File: src/rtl/sbc_pkg.sv
// Package: shared types for the static RAM burst controller.
// Assumes: nothing beyond IEEE 1800-2017.
package sbc_pkg;

    // Attributes of one access, latched at acceptance.
    typedef struct packed {
        logic write;
        logic burst;
        logic fast;
    } sbc_xfer_t;

endpackage

File: src/rtl/sbc_window.sv
// Module: sbc_window
// Holds the window base and size code captured during reset. Decodes whether
// a bus address falls in the window and gives its offset from the base.
// Assumes: the size is a power of two between 2^MIN_SIZE_LOG and
// 2^MAX_SIZE_LOG; codes beyond the top are clamped to the largest size.
module sbc_window #(
    parameter int AW           = 32,
    parameter int SRAM_AW      = 21,
    parameter int CODE_W       = 3,
    parameter int MIN_SIZE_LOG = 17,
    parameter int MAX_SIZE_LOG = 21
) (
    input  logic               clk,
    input  logic               rst_n,
    input  logic [AW-1:0]      cfg_base,
    input  logic [CODE_W-1:0]  cfg_size_code,
    input  logic [AW-1:0]      addr,
    output logic               hit,
    output logic [SRAM_AW-1:0] offset
);
    localparam int MAX_CODE = MAX_SIZE_LOG - MIN_SIZE_LOG;

    logic [AW-1:0]     base_q;
    logic [CODE_W-1:0] code_q;
    logic [7:0]        size_log;
    logic [AW-1:0]     size_bytes;
    logic [AW-1:0]     diff;

    // Capture the configuration while reset is held; hold it afterwards.
    always_ff @(posedge clk) begin
        if (!rst_n) begin
            base_q <= cfg_base;
            code_q <= cfg_size_code;
        end
    end

    // Turn the size code into a byte count, clamped at the largest size.
    always_comb begin
        if (int'(code_q) > MAX_CODE)
            size_log = 8'(MAX_SIZE_LOG);
        else
            size_log = 8'(MIN_SIZE_LOG) + 8'(code_q);
        size_bytes = AW'(1) << size_log;
    end

    // Window hit by unsigned distance from the base.
    always_comb begin
        diff   = addr - base_q;
        hit    = diff < size_bytes;
        offset = diff[SRAM_AW-1:0];
    end

    // After reset the captured window never changes.
    assert_cfg_hold_R1: assert property (@(posedge clk) disable iff (!rst_n)
        $past(rst_n) |-> ($stable(base_q) && $stable(code_q)));

endmodule

File: src/rtl/sbc_timing.sv
// Module: sbc_timing
// Gives the clock count of the current beat from the speed select, the
// direction and whether it is the first beat.
// Assumes: every count is at least 3, so a write beat has a middle clock.
module sbc_timing #(
    parameter int CNT_W          = 3,
    parameter int SLOW_FIRST     = 5,
    parameter int SLOW_NEXT      = 3,
    parameter int FAST_RD_FIRST  = 6,
    parameter int FAST_RD_NEXT   = 4,
    parameter int FAST_WR_FIRST  = 6,
    parameter int FAST_WR_NEXT   = 3
) (
    input  logic             fast,
    input  logic             write,
    input  logic             first_beat,
    output logic [CNT_W-1:0] beat_len
);
    // Select the beat length from the schedule table.
    always_comb begin
        if (!fast)
            beat_len = first_beat ? CNT_W'(SLOW_FIRST) : CNT_W'(SLOW_NEXT);
        else if (write)
            beat_len = first_beat ? CNT_W'(FAST_WR_FIRST) : CNT_W'(FAST_WR_NEXT);
        else
            beat_len = first_beat ? CNT_W'(FAST_RD_FIRST) : CNT_W'(FAST_RD_NEXT);
    end

endmodule

File: src/rtl/sbc_sequencer.sv
// Module: sbc_sequencer
// Runs one access: counts clocks within each beat, steps the beat number,
// and drives the memory strobes, the wrapped address and the acknowledge.
// Assumes: BEATS is a power of two; starts are ignored while busy.
module sbc_sequencer
    import sbc_pkg::*;
#(
    parameter int SRAM_AW = 21,
    parameter int BEATS   = 4,
    parameter int CNT_W   = 3
) (
    input  logic               clk,
    input  logic               rst_n,
    input  logic               start,
    input  sbc_xfer_t          start_xfer,
    input  logic [SRAM_AW-1:2] start_offset,
    input  logic [CNT_W-1:0]   beat_len,
    output sbc_xfer_t          cur_xfer,
    output logic               first_beat,
    output logic               sram_ce_n,
    output logic               sram_oe_n,
    output logic               sram_we_n,
    output logic [SRAM_AW-1:0] sram_addr,
    output logic               bus_ack
);
    localparam int WORD_W   = $clog2(BEATS);
    localparam int LINE_LSB = WORD_W + 2;

    logic                      active_q;
    logic [CNT_W-1:0]          cnt_q;
    logic [WORD_W-1:0]         beat_q;
    logic [WORD_W-1:0]         word_q;
    logic [SRAM_AW-1:LINE_LSB] line_q;
    sbc_xfer_t                 xfer_q;
    logic                      beat_end;
    logic                      last_beat;

    // End-of-beat and end-of-access conditions.
    always_comb begin
        beat_end  = active_q && (cnt_q == CNT_W'(beat_len - CNT_W'(1)));
        last_beat = !xfer_q.burst || (beat_q == WORD_W'(BEATS - 1));
    end

    // Access state: accept when idle, count clocks, step beats, finish.
    always_ff @(posedge clk) begin
        if (!rst_n) begin
            active_q <= 1'b0;
            cnt_q    <= '0;
            beat_q   <= '0;
            word_q   <= '0;
            line_q   <= '0;
            xfer_q   <= '0;
        end else if (!active_q) begin
            if (start) begin
                active_q <= 1'b1;
                cnt_q    <= '0;
                beat_q   <= '0;
                xfer_q   <= start_xfer;
                line_q   <= start_offset[SRAM_AW-1:LINE_LSB];
                word_q   <= start_offset[LINE_LSB-1:2];
            end
        end else if (beat_end) begin
            cnt_q <= '0;
            if (last_beat)
                active_q <= 1'b0;
            else
                beat_q <= beat_q + WORD_W'(1);
        end else begin
            cnt_q <= cnt_q + CNT_W'(1);
        end
    end

    // Memory strobes, wrapped address and acknowledge.
    always_comb begin
        cur_xfer   = xfer_q;
        first_beat = (beat_q == '0);
        sram_ce_n  = !active_q;
        sram_oe_n  = !(active_q && !xfer_q.write);
        sram_we_n  = !(active_q && xfer_q.write && (cnt_q != '0) && !beat_end);
        sram_addr  = {line_q, WORD_W'(word_q + beat_q), 2'b00};
        bus_ack    = beat_end;
    end

    // Acknowledge lasts one clock.
    assert_ack_pulse_R6: assert property (@(posedge clk) disable iff (!rst_n)
        bus_ack |=> !bus_ack);

    // Chip-select rises after the final acknowledge.
    assert_done_idle_R6: assert property (@(posedge clk) disable iff (!rst_n)
        (bus_ack && last_beat) |=> sram_ce_n);

    // Output and write enables never overlap.
    assert_enable_excl_R7: assert property (@(posedge clk) disable iff (!rst_n)
        !(!sram_oe_n && !sram_we_n));

    // Any enable is covered by chip-select.
    assert_ce_cover_R7: assert property (@(posedge clk) disable iff (!rst_n)
        (!sram_oe_n || !sram_we_n) |-> !sram_ce_n);

    // Between beats the line is held and the word index steps by one.
    assert_line_wrap_R8: assert property (@(posedge clk) disable iff (!rst_n)
        (bus_ack && !last_beat) |=>
            (sram_addr[SRAM_AW-1:LINE_LSB] == $past(sram_addr[SRAM_AW-1:LINE_LSB])) &&
            (sram_addr[LINE_LSB-1:2] == WORD_W'($past(sram_addr[LINE_LSB-1:2]) + WORD_W'(1))));

endmodule

File: src/rtl/sram_burst_ctrl.sv
// Module: sram_burst_ctrl (top)
// Static RAM controller on a synchronous bus: window decode from reset-time
// configuration, per-beat timing by speed and direction, and the sequencer.
// Assumes: word-aligned requests; a request is a one-clock strobe.
module sram_burst_ctrl
    import sbc_pkg::*;
#(
    parameter int AW            = 32,
    parameter int SRAM_AW       = 21,
    parameter int CODE_W        = 3,
    parameter int MIN_SIZE_LOG  = 17,
    parameter int BEATS         = 4,
    parameter int SLOW_FIRST    = 5,
    parameter int SLOW_NEXT     = 3,
    parameter int FAST_RD_FIRST = 6,
    parameter int FAST_RD_NEXT  = 4,
    parameter int FAST_WR_FIRST = 6,
    parameter int FAST_WR_NEXT  = 3
) (
    input  logic               clk,
    input  logic               rst_n,
    input  logic [AW-1:0]      cfg_base,
    input  logic [CODE_W-1:0]  cfg_size_code,
    input  logic               bus_req,
    input  logic [AW-1:0]      bus_addr,
    input  logic               bus_write,
    input  logic               bus_burst,
    input  logic               speed_fast,
    output logic               sram_ce_n,
    output logic               sram_oe_n,
    output logic               sram_we_n,
    output logic [SRAM_AW-1:0] sram_addr,
    output logic               bus_ack
);
    localparam int MAX_FIRST = (SLOW_FIRST > FAST_RD_FIRST) ?
        ((SLOW_FIRST > FAST_WR_FIRST) ? SLOW_FIRST : FAST_WR_FIRST) :
        ((FAST_RD_FIRST > FAST_WR_FIRST) ? FAST_RD_FIRST : FAST_WR_FIRST);
    localparam int MAX_NEXT = (SLOW_NEXT > FAST_RD_NEXT) ?
        ((SLOW_NEXT > FAST_WR_NEXT) ? SLOW_NEXT : FAST_WR_NEXT) :
        ((FAST_RD_NEXT > FAST_WR_NEXT) ? FAST_RD_NEXT : FAST_WR_NEXT);
    localparam int MAX_LEN = (MAX_FIRST > MAX_NEXT) ? MAX_FIRST : MAX_NEXT;
    localparam int CNT_W   = $clog2(MAX_LEN + 1);

    logic               hit;
    logic [SRAM_AW-1:0] offset;
    logic [CNT_W-1:0]   beat_len;
    logic               first_beat;
    sbc_xfer_t          req_xfer;
    sbc_xfer_t          cur_xfer;

    // Pack the request attributes.
    always_comb begin
        req_xfer.write = bus_write;
        req_xfer.burst = bus_burst;
        req_xfer.fast  = speed_fast;
    end

    sbc_window #(
        .AW(AW), .SRAM_AW(SRAM_AW), .CODE_W(CODE_W),
        .MIN_SIZE_LOG(MIN_SIZE_LOG), .MAX_SIZE_LOG(SRAM_AW)
    ) u_window (
        .clk(clk), .rst_n(rst_n),
        .cfg_base(cfg_base), .cfg_size_code(cfg_size_code),
        .addr(bus_addr), .hit(hit), .offset(offset)
    );

    sbc_timing #(
        .CNT_W(CNT_W),
        .SLOW_FIRST(SLOW_FIRST), .SLOW_NEXT(SLOW_NEXT),
        .FAST_RD_FIRST(FAST_RD_FIRST), .FAST_RD_NEXT(FAST_RD_NEXT),
        .FAST_WR_FIRST(FAST_WR_FIRST), .FAST_WR_NEXT(FAST_WR_NEXT)
    ) u_timing (
        .fast(cur_xfer.fast), .write(cur_xfer.write),
        .first_beat(first_beat), .beat_len(beat_len)
    );

    sbc_sequencer #(
        .SRAM_AW(SRAM_AW), .BEATS(BEATS), .CNT_W(CNT_W)
    ) u_seq (
        .clk(clk), .rst_n(rst_n),
        .start(bus_req && hit), .start_xfer(req_xfer),
        .start_offset(offset[SRAM_AW-1:2]), .beat_len(beat_len),
        .cur_xfer(cur_xfer), .first_beat(first_beat),
        .sram_ce_n(sram_ce_n), .sram_oe_n(sram_oe_n), .sram_we_n(sram_we_n),
        .sram_addr(sram_addr), .bus_ack(bus_ack)
    );

    // A miss while idle never raises chip-select in the next clock.
    assert_miss_quiet_R2: assert property (@(posedge clk) disable iff (!rst_n)
        (sram_ce_n && bus_req && !hit) |=> sram_ce_n);

endmodule

File: config.mk
export PLATFORM = sky130hd
export DESIGN_NAME = sram_burst_ctrl
export DESIGN_NICKNAME = d
export VERILOG_FILES = /design/src/rtl/sbc_pkg.sv /design/src/rtl/sbc_window.sv /design/src/rtl/sbc_timing.sv /design/src/rtl/sbc_sequencer.sv /design/src/rtl/sram_burst_ctrl.sv
export SDC_FILE = /design/constraint.sdc
export NUM_CORES = 1
export LEC_CHECK = 0
export ABC_AREA = 1
export CORE_ASPECT_RATIO = 0.75
export CORE_UTILIZATION = 32
export CTS_CLUSTER_SIZE = 14
export DETAILED_ROUTE_END_ITERATION = 10
export PLACE_DENSITY_LB_ADDON = 0.08
export SYNTH_ARGS = -nofsm -noshare
export SYNTH_HDL_FRONTEND = slang
export SYNTH_HIERARCHICAL = 1
export SYNTH_SLANG_ARGS = --single-unit
File: constraint.sdc
create_clock -name clk -period 9.1 [get_ports clk]
set_input_delay 2.73 -clock clk [delete_from_list [all_inputs] [get_ports clk]]
set_output_delay 2.73 -clock clk [all_outputs]
set_load 0.005 [all_outputs]
Word level (Yosys, flattened, before mapping)
Index checks and enable logic that the tools add are counted.

operators by class
  add/subtract/negate cells = 6
  order comparisons = 2
  equal/unequal tests = 4
  shift-type cells = 1
  mux-type cells = 17
  bitwise operators = 1
  reduce and logical (&&, ||, !) cells = 18

operators with widths
  cell                                                                 count
  32-bit less-than comparator                                          1
  1-bit by 8-bit left shift with 32-bit output (first input constant)  1
  32-bit subtractor                                                    1
  3-bit two-way mux                                                    7
  2-bit two-way mux                                                    5
  8-bit two-way mux                                                    1
  5-bit by 3-bit adder with 6-bit output (first input constant)        1
  1-bit logical AND                                                    6
  1-bit zero test                                                      6
  1-bit two-way mux                                                    4
  2-bit inequality test (second input constant)                        2
  3-bit by 1-bit adder with 3-bit output (second input constant)       1
  3-bit equality test                                                  1
  3-bit > comparator (second input constant)                           1
  3-bit AND reduction                                                  1
  3-bit nonzero test                                                   1
  3-bit by 1-bit subtractor with 3-bit output (second input constant)  1
  2-bit by 1-bit adder with 2-bit output (second input constant)       1
  2-bit adder                                                          1
  2-bit equality test (second input constant)                          1
  2-bit zero test                                                      1
  2-bit AND reduction                                                  1
  2-bit nonzero test                                                   1
  1-bit logical OR                                                     1
  1-bit inverter                                                       1

word-level totals
  register bits = 63
  input port bits = 73
  output and inout port bits = 25
  logic and storage cells = 59

Logic depth before layout (Yosys ltp)
  depth after elaboration = 10
  mapped depth = 28
  gate-level depth less buffers = 28

Hierarchy
Netlist, hierarchy kept.

by module, submodules not included
  module           instances  cells an instance  area an instance (um^2)  seq. area each (um^2)
  sbc_window       1          641                4085.2                   1051.0
  sbc_sequencer    1          167                1260.0                   560.5
  sbc_timing       1          7                  32.5                     0.0
  sram_burst_ctrl  1          2                  7.5                      0.0

Worst setup path after synthesis
No wires, ideal clock.

  path kind = input port to flip-flop
  from = input bus_addr[0]
  to = register u_seq.xfer_q (netlist bit u_seq/cur_xfer[0])
  library setup time = 0.116 ns
  arrival = 5.284 ns
  data required time = 8.984 ns
  path slack = 3.701 ns
  stages on the path = 25
  buffers on the path = 1
  path through = inv_1 ha_1 fa_1 inv_1 nand3_1 nand3_2 nand2_1 nand2_1 nand2_1 nand2_2 nand2_1 nand3_1 nand2_1 ha_1 nand2_1 o21ai_0 a21oi_1 o21ai_0 a21oi_1 nand2_1 inv_1 nand2_4 buf_4 o21ai_0 nor2_1

between the ends
  word-level cells in the longest chain between the ends = 4

ends and longest elaborated chain
  element                               line                   text
  from (decl)                           sram_burst_ctrl.sv:25  input logic [AW-1:0] bus_addr,
  32-bit subtractor                     sbc_window.sv:48       diff = addr - base_q;
  32-bit less-than comparator           sbc_window.sv:49       hit = diff < size_bytes;
  named net hit                         sram_burst_ctrl.sv:44  logic hit;
  1-bit logical AND                     sram_burst_ctrl.sv:81  .start(bus_req && hit), .start_xfer(req_xfer),
  2-bit AND reduction (no source line)  n/a
  to (signal assigned)                  sbc_sequencer.sv:58    xfer_q <= start_xfer;
  to (decl)                             sbc_sequencer.sv:34    sbc_xfer_t xfer_q;

The timed path passes the listed nets, and every way through them passes these cells.
A chain may end at the register's enable or synchronous reset.

Worst setup path in the final report
  from = input bus_addr[0]
  to = register u_seq/line_q[20] in the netlist's numbering

between the ends
  word-level cells in the longest chain between the ends = 4

ends and longest elaborated chain
  element                               line                   text
  32-bit subtractor                     sbc_window.sv:48
  named net offset[16]                  sram_burst_ctrl.sv:45  logic [SRAM_AW-1:0] offset;
  32-bit less-than comparator           sbc_window.sv:49
  named net hit                         sram_burst_ctrl.sv:44
  1-bit logical AND                     sram_burst_ctrl.sv:81
  2-bit AND reduction (no source line)  n/a
  to (signal assigned)                  sbc_sequencer.sv:59    line_q <= start_offset[SRAM_AW-1:LINE_LSB];
  to (decl)                             sbc_sequencer.sv:33    logic [SRAM_AW-1:LINE_LSB] line_q;

The timed path passes the listed nets, and every way through them passes these cells.

==> results.md <==
* final routed DRC violation total: 0
* die area: 17330 sq um
* via count of the first global-routing pass: 4528
* GP Congestion: 0.8192
* number of instances on the worst hold path: 2
* total number of yosys warnings: 6
* Clock Sink Count: 63
* maximum number of pins on one net before global-route repair: 36
* total via count in the routed design: 4945
* hold-fix buffer count after cts: 0
* residual overflow from global routing: 0
* element type at the critical path start: input port
* CTS buffer count: 9
* standard cell core area: 16220 sq um
* total area of sequential cells: 1612 sq um
* height of the die: 114.3 microns
* total number of placement rows: 40
* share of power burned in the clock network: 30.9%
* fraction of layout cells with a size suffix above 1: 5.952%
* layout overhead on the synthesized area: 27.78%
* min Tclk post-route: 6095 ps
* CTS Root Buffer Type: sky130_fd_sc_hd__clkbuf_16
* Area after DPL: 6560 sq um
* worst min-delay path class: flip-flop to flip-flop
* Netlist Area Pre-Place: 5378 sq um
* clock buffer depth: 2
* Worst path most repeated cell: sky130_fd_sc_hd__nand2_1
* Peak VDD IR: 0.00009237 V
* clock skew after layout: 7.469 ps
* final setup TNS: 0 ps
* final worst hold slack: 484.8 ps
* wire length per cell: 12.21 microns
* number of iterations in the first detailed-routing pass: 5
* critical path's largest stage delay: 450 ps
* Period Utilization, post-route: 66.98%
* Comb power frac: 37.9%
* unrepaired setup endpoints after global routing: false
* number of levels the H-tree was split into: 3
* core occupancy in the finished layout: 42.38%
* via density per instance: 4.361
* share of power burned in registers: 31.2%
* crit path DAT: 6380 ps
* number of cells upsized or downsized after cts: 0
* Worst path top cell family by delay: simple AND/OR/NAND/NOR gates
* number of maximum-capacitance constraint violations: 0
* endpoints failing hold: 0
* outcome: finished clean
* data required time of the critical path: 9390 ps
* Die X-Extent: 151.7 microns
* power density of the placed cells: 168.4 nW/um^2
* P_int: 743.4 uW
* R2R cell count: 24
* Inserted Diodes: 0
* Top-Level Pins: 98
* number of buffers added on ports: 95
* count of filler cells inserted in the layout: 1751
* starting density of the core: 33.16%
* switching power of the nets: 413.8 uW
* multi-input gate area in the final layout: 3085 sq um
* startpoint-to-endpoint class of the critical path: input port to flip-flop
* Crit path buffers/inverters: 5
* HPWL after DPL: 11540 microns
* leak pwr: 0.003554 uW
* synthesized area per cell: 6.598 sq um
* crit path max fanout: 24
* CTS tree: yes
* Layout Cell Area excl Fill: 6872 sq um
* routed wire length: 13850 microns
* switching fraction of total power: 35.76%
* critical path capture point type: flip-flop
* buffers inserted by post-CTS timing repair: 0
* f_max: 0.1641 GHz
* number of nets with antenna violations after detailed routing: 0
* Global Route Usage Sum: 17.32%
* layout net count: 1048
* final number of max-transition violations: 0
* critical path's slowest cell: sky130_fd_sc_hd__clkdlybuf4s50_1
* initial antenna violation count: 0
* clock-pin slew on the worst setup and hold paths: 60 ps
* Clk Latency, worst-skew pair: 350 ps
* global-route wire length before repair: 22670 microns
* number of stages on the worst setup path: 26
* synthesized instance count: 815
* Finish-stage setup viols: 0
* number of DRC markers after the initial detailed-route iteration: 328
layout by cell type (no fill, tap or decap), types with 11 or more instances in the layout:
master / n
sky130_fd_sc_hd__edfxtp_1: 35
sky130_fd_sc_hd__nand2_1: 245
sky130_fd_sc_hd__ha_1: 55
sky130_fd_sc_hd__nand3_1: 45
sky130_fd_sc_hd__o21ai_0: 29
sky130_fd_sc_hd__clkdlybuf4s50_1: 95
sky130_fd_sc_hd__nor2_1: 93
sky130_fd_sc_hd__clkbuf_16: 11
sky130_fd_sc_hd__nand2_2: 14
sky130_fd_sc_hd__xor2_1: 15
sky130_fd_sc_hd__dfxtp_1: 28
sky130_fd_sc_hd__a21oi_1: 34
sky130_fd_sc_hd__inv_1: 163
power groups by stage:
stage | logic, uW | clock network, uW | registers, uW
detailed placement | 439 | 0 | 368
CTS | 441 | 368 | 362
finish | 438 | 358 | 361
global placement | 438 | 0 | 368
global route | 503 | 381 | 365
floorplan | 292 | 0 | 362
path summary, 6_finish.rpt:
kind | from | end | slack, ps
setup reg to reg | u_window/base_q[0] | u_seq/line_q[20] | 5520
hold reg to reg | u_seq/line_q[13] | u_seq/line_q[13] | 480
setup / recovery | bus_addr[0] | u_seq/line_q[20] | 3010
hold / removal | u_seq/line_q[13] | u_seq/line_q[13] | 480
cell type report:
type | count | area share, %
multi-input combinational | 579 | 44.90
sequential | 63 | 23.45
timing repair buffer | 97 | 14.06
inverter | 169 | 9.232
clock buffer | 11 | 4.006
tap | 210 | 3.824
clock inverter | 5 | 0.5280
state kept, by name, indices dropped and copies added (netlist names):
register	flops
u_seq/active_q	1
u_seq/beat_q	2
u_seq/cnt_q	3
u_seq/cur_xfer	3
u_seq/line_q	17
u_seq/word_q	2
u_window/base_q	32
u_window/code_q	3
worst min-delay path, cell delays in order, from the launching register on:
cell,delay (ps)
sky130_fd_sc_hd__dfxtp_1,330
sky130_fd_sc_hd__nor2_1,50
sky130_fd_sc_hd__nor2_1,80
stage by stage:
step | worst slack (ps) | power, uW | cells
6_report | 3005 | 1157 | 1134
5_1_grt | 2562 | 1249 | 1134
4_1_cts | 2999 | 1171 | 1134
3_5_place_dp | 2638 | 806.9 | 1118
3_3_place_gp | 2686 | 806.3 | 1118
2_1_floorplan | 3701 | 653.1 | 819
per-layer routing:
| layer | GRT usage, % | routed length, microns |
|---|---|---|
| met3 | 3.785 | 668 |
| met2 | 22.76 | 5088 |
| met1 | 27.11 | 7911 |
| met4 | 5.545 | 176 |
| met5 | 0 | 0 |
(Power assumes the default switching activity.)
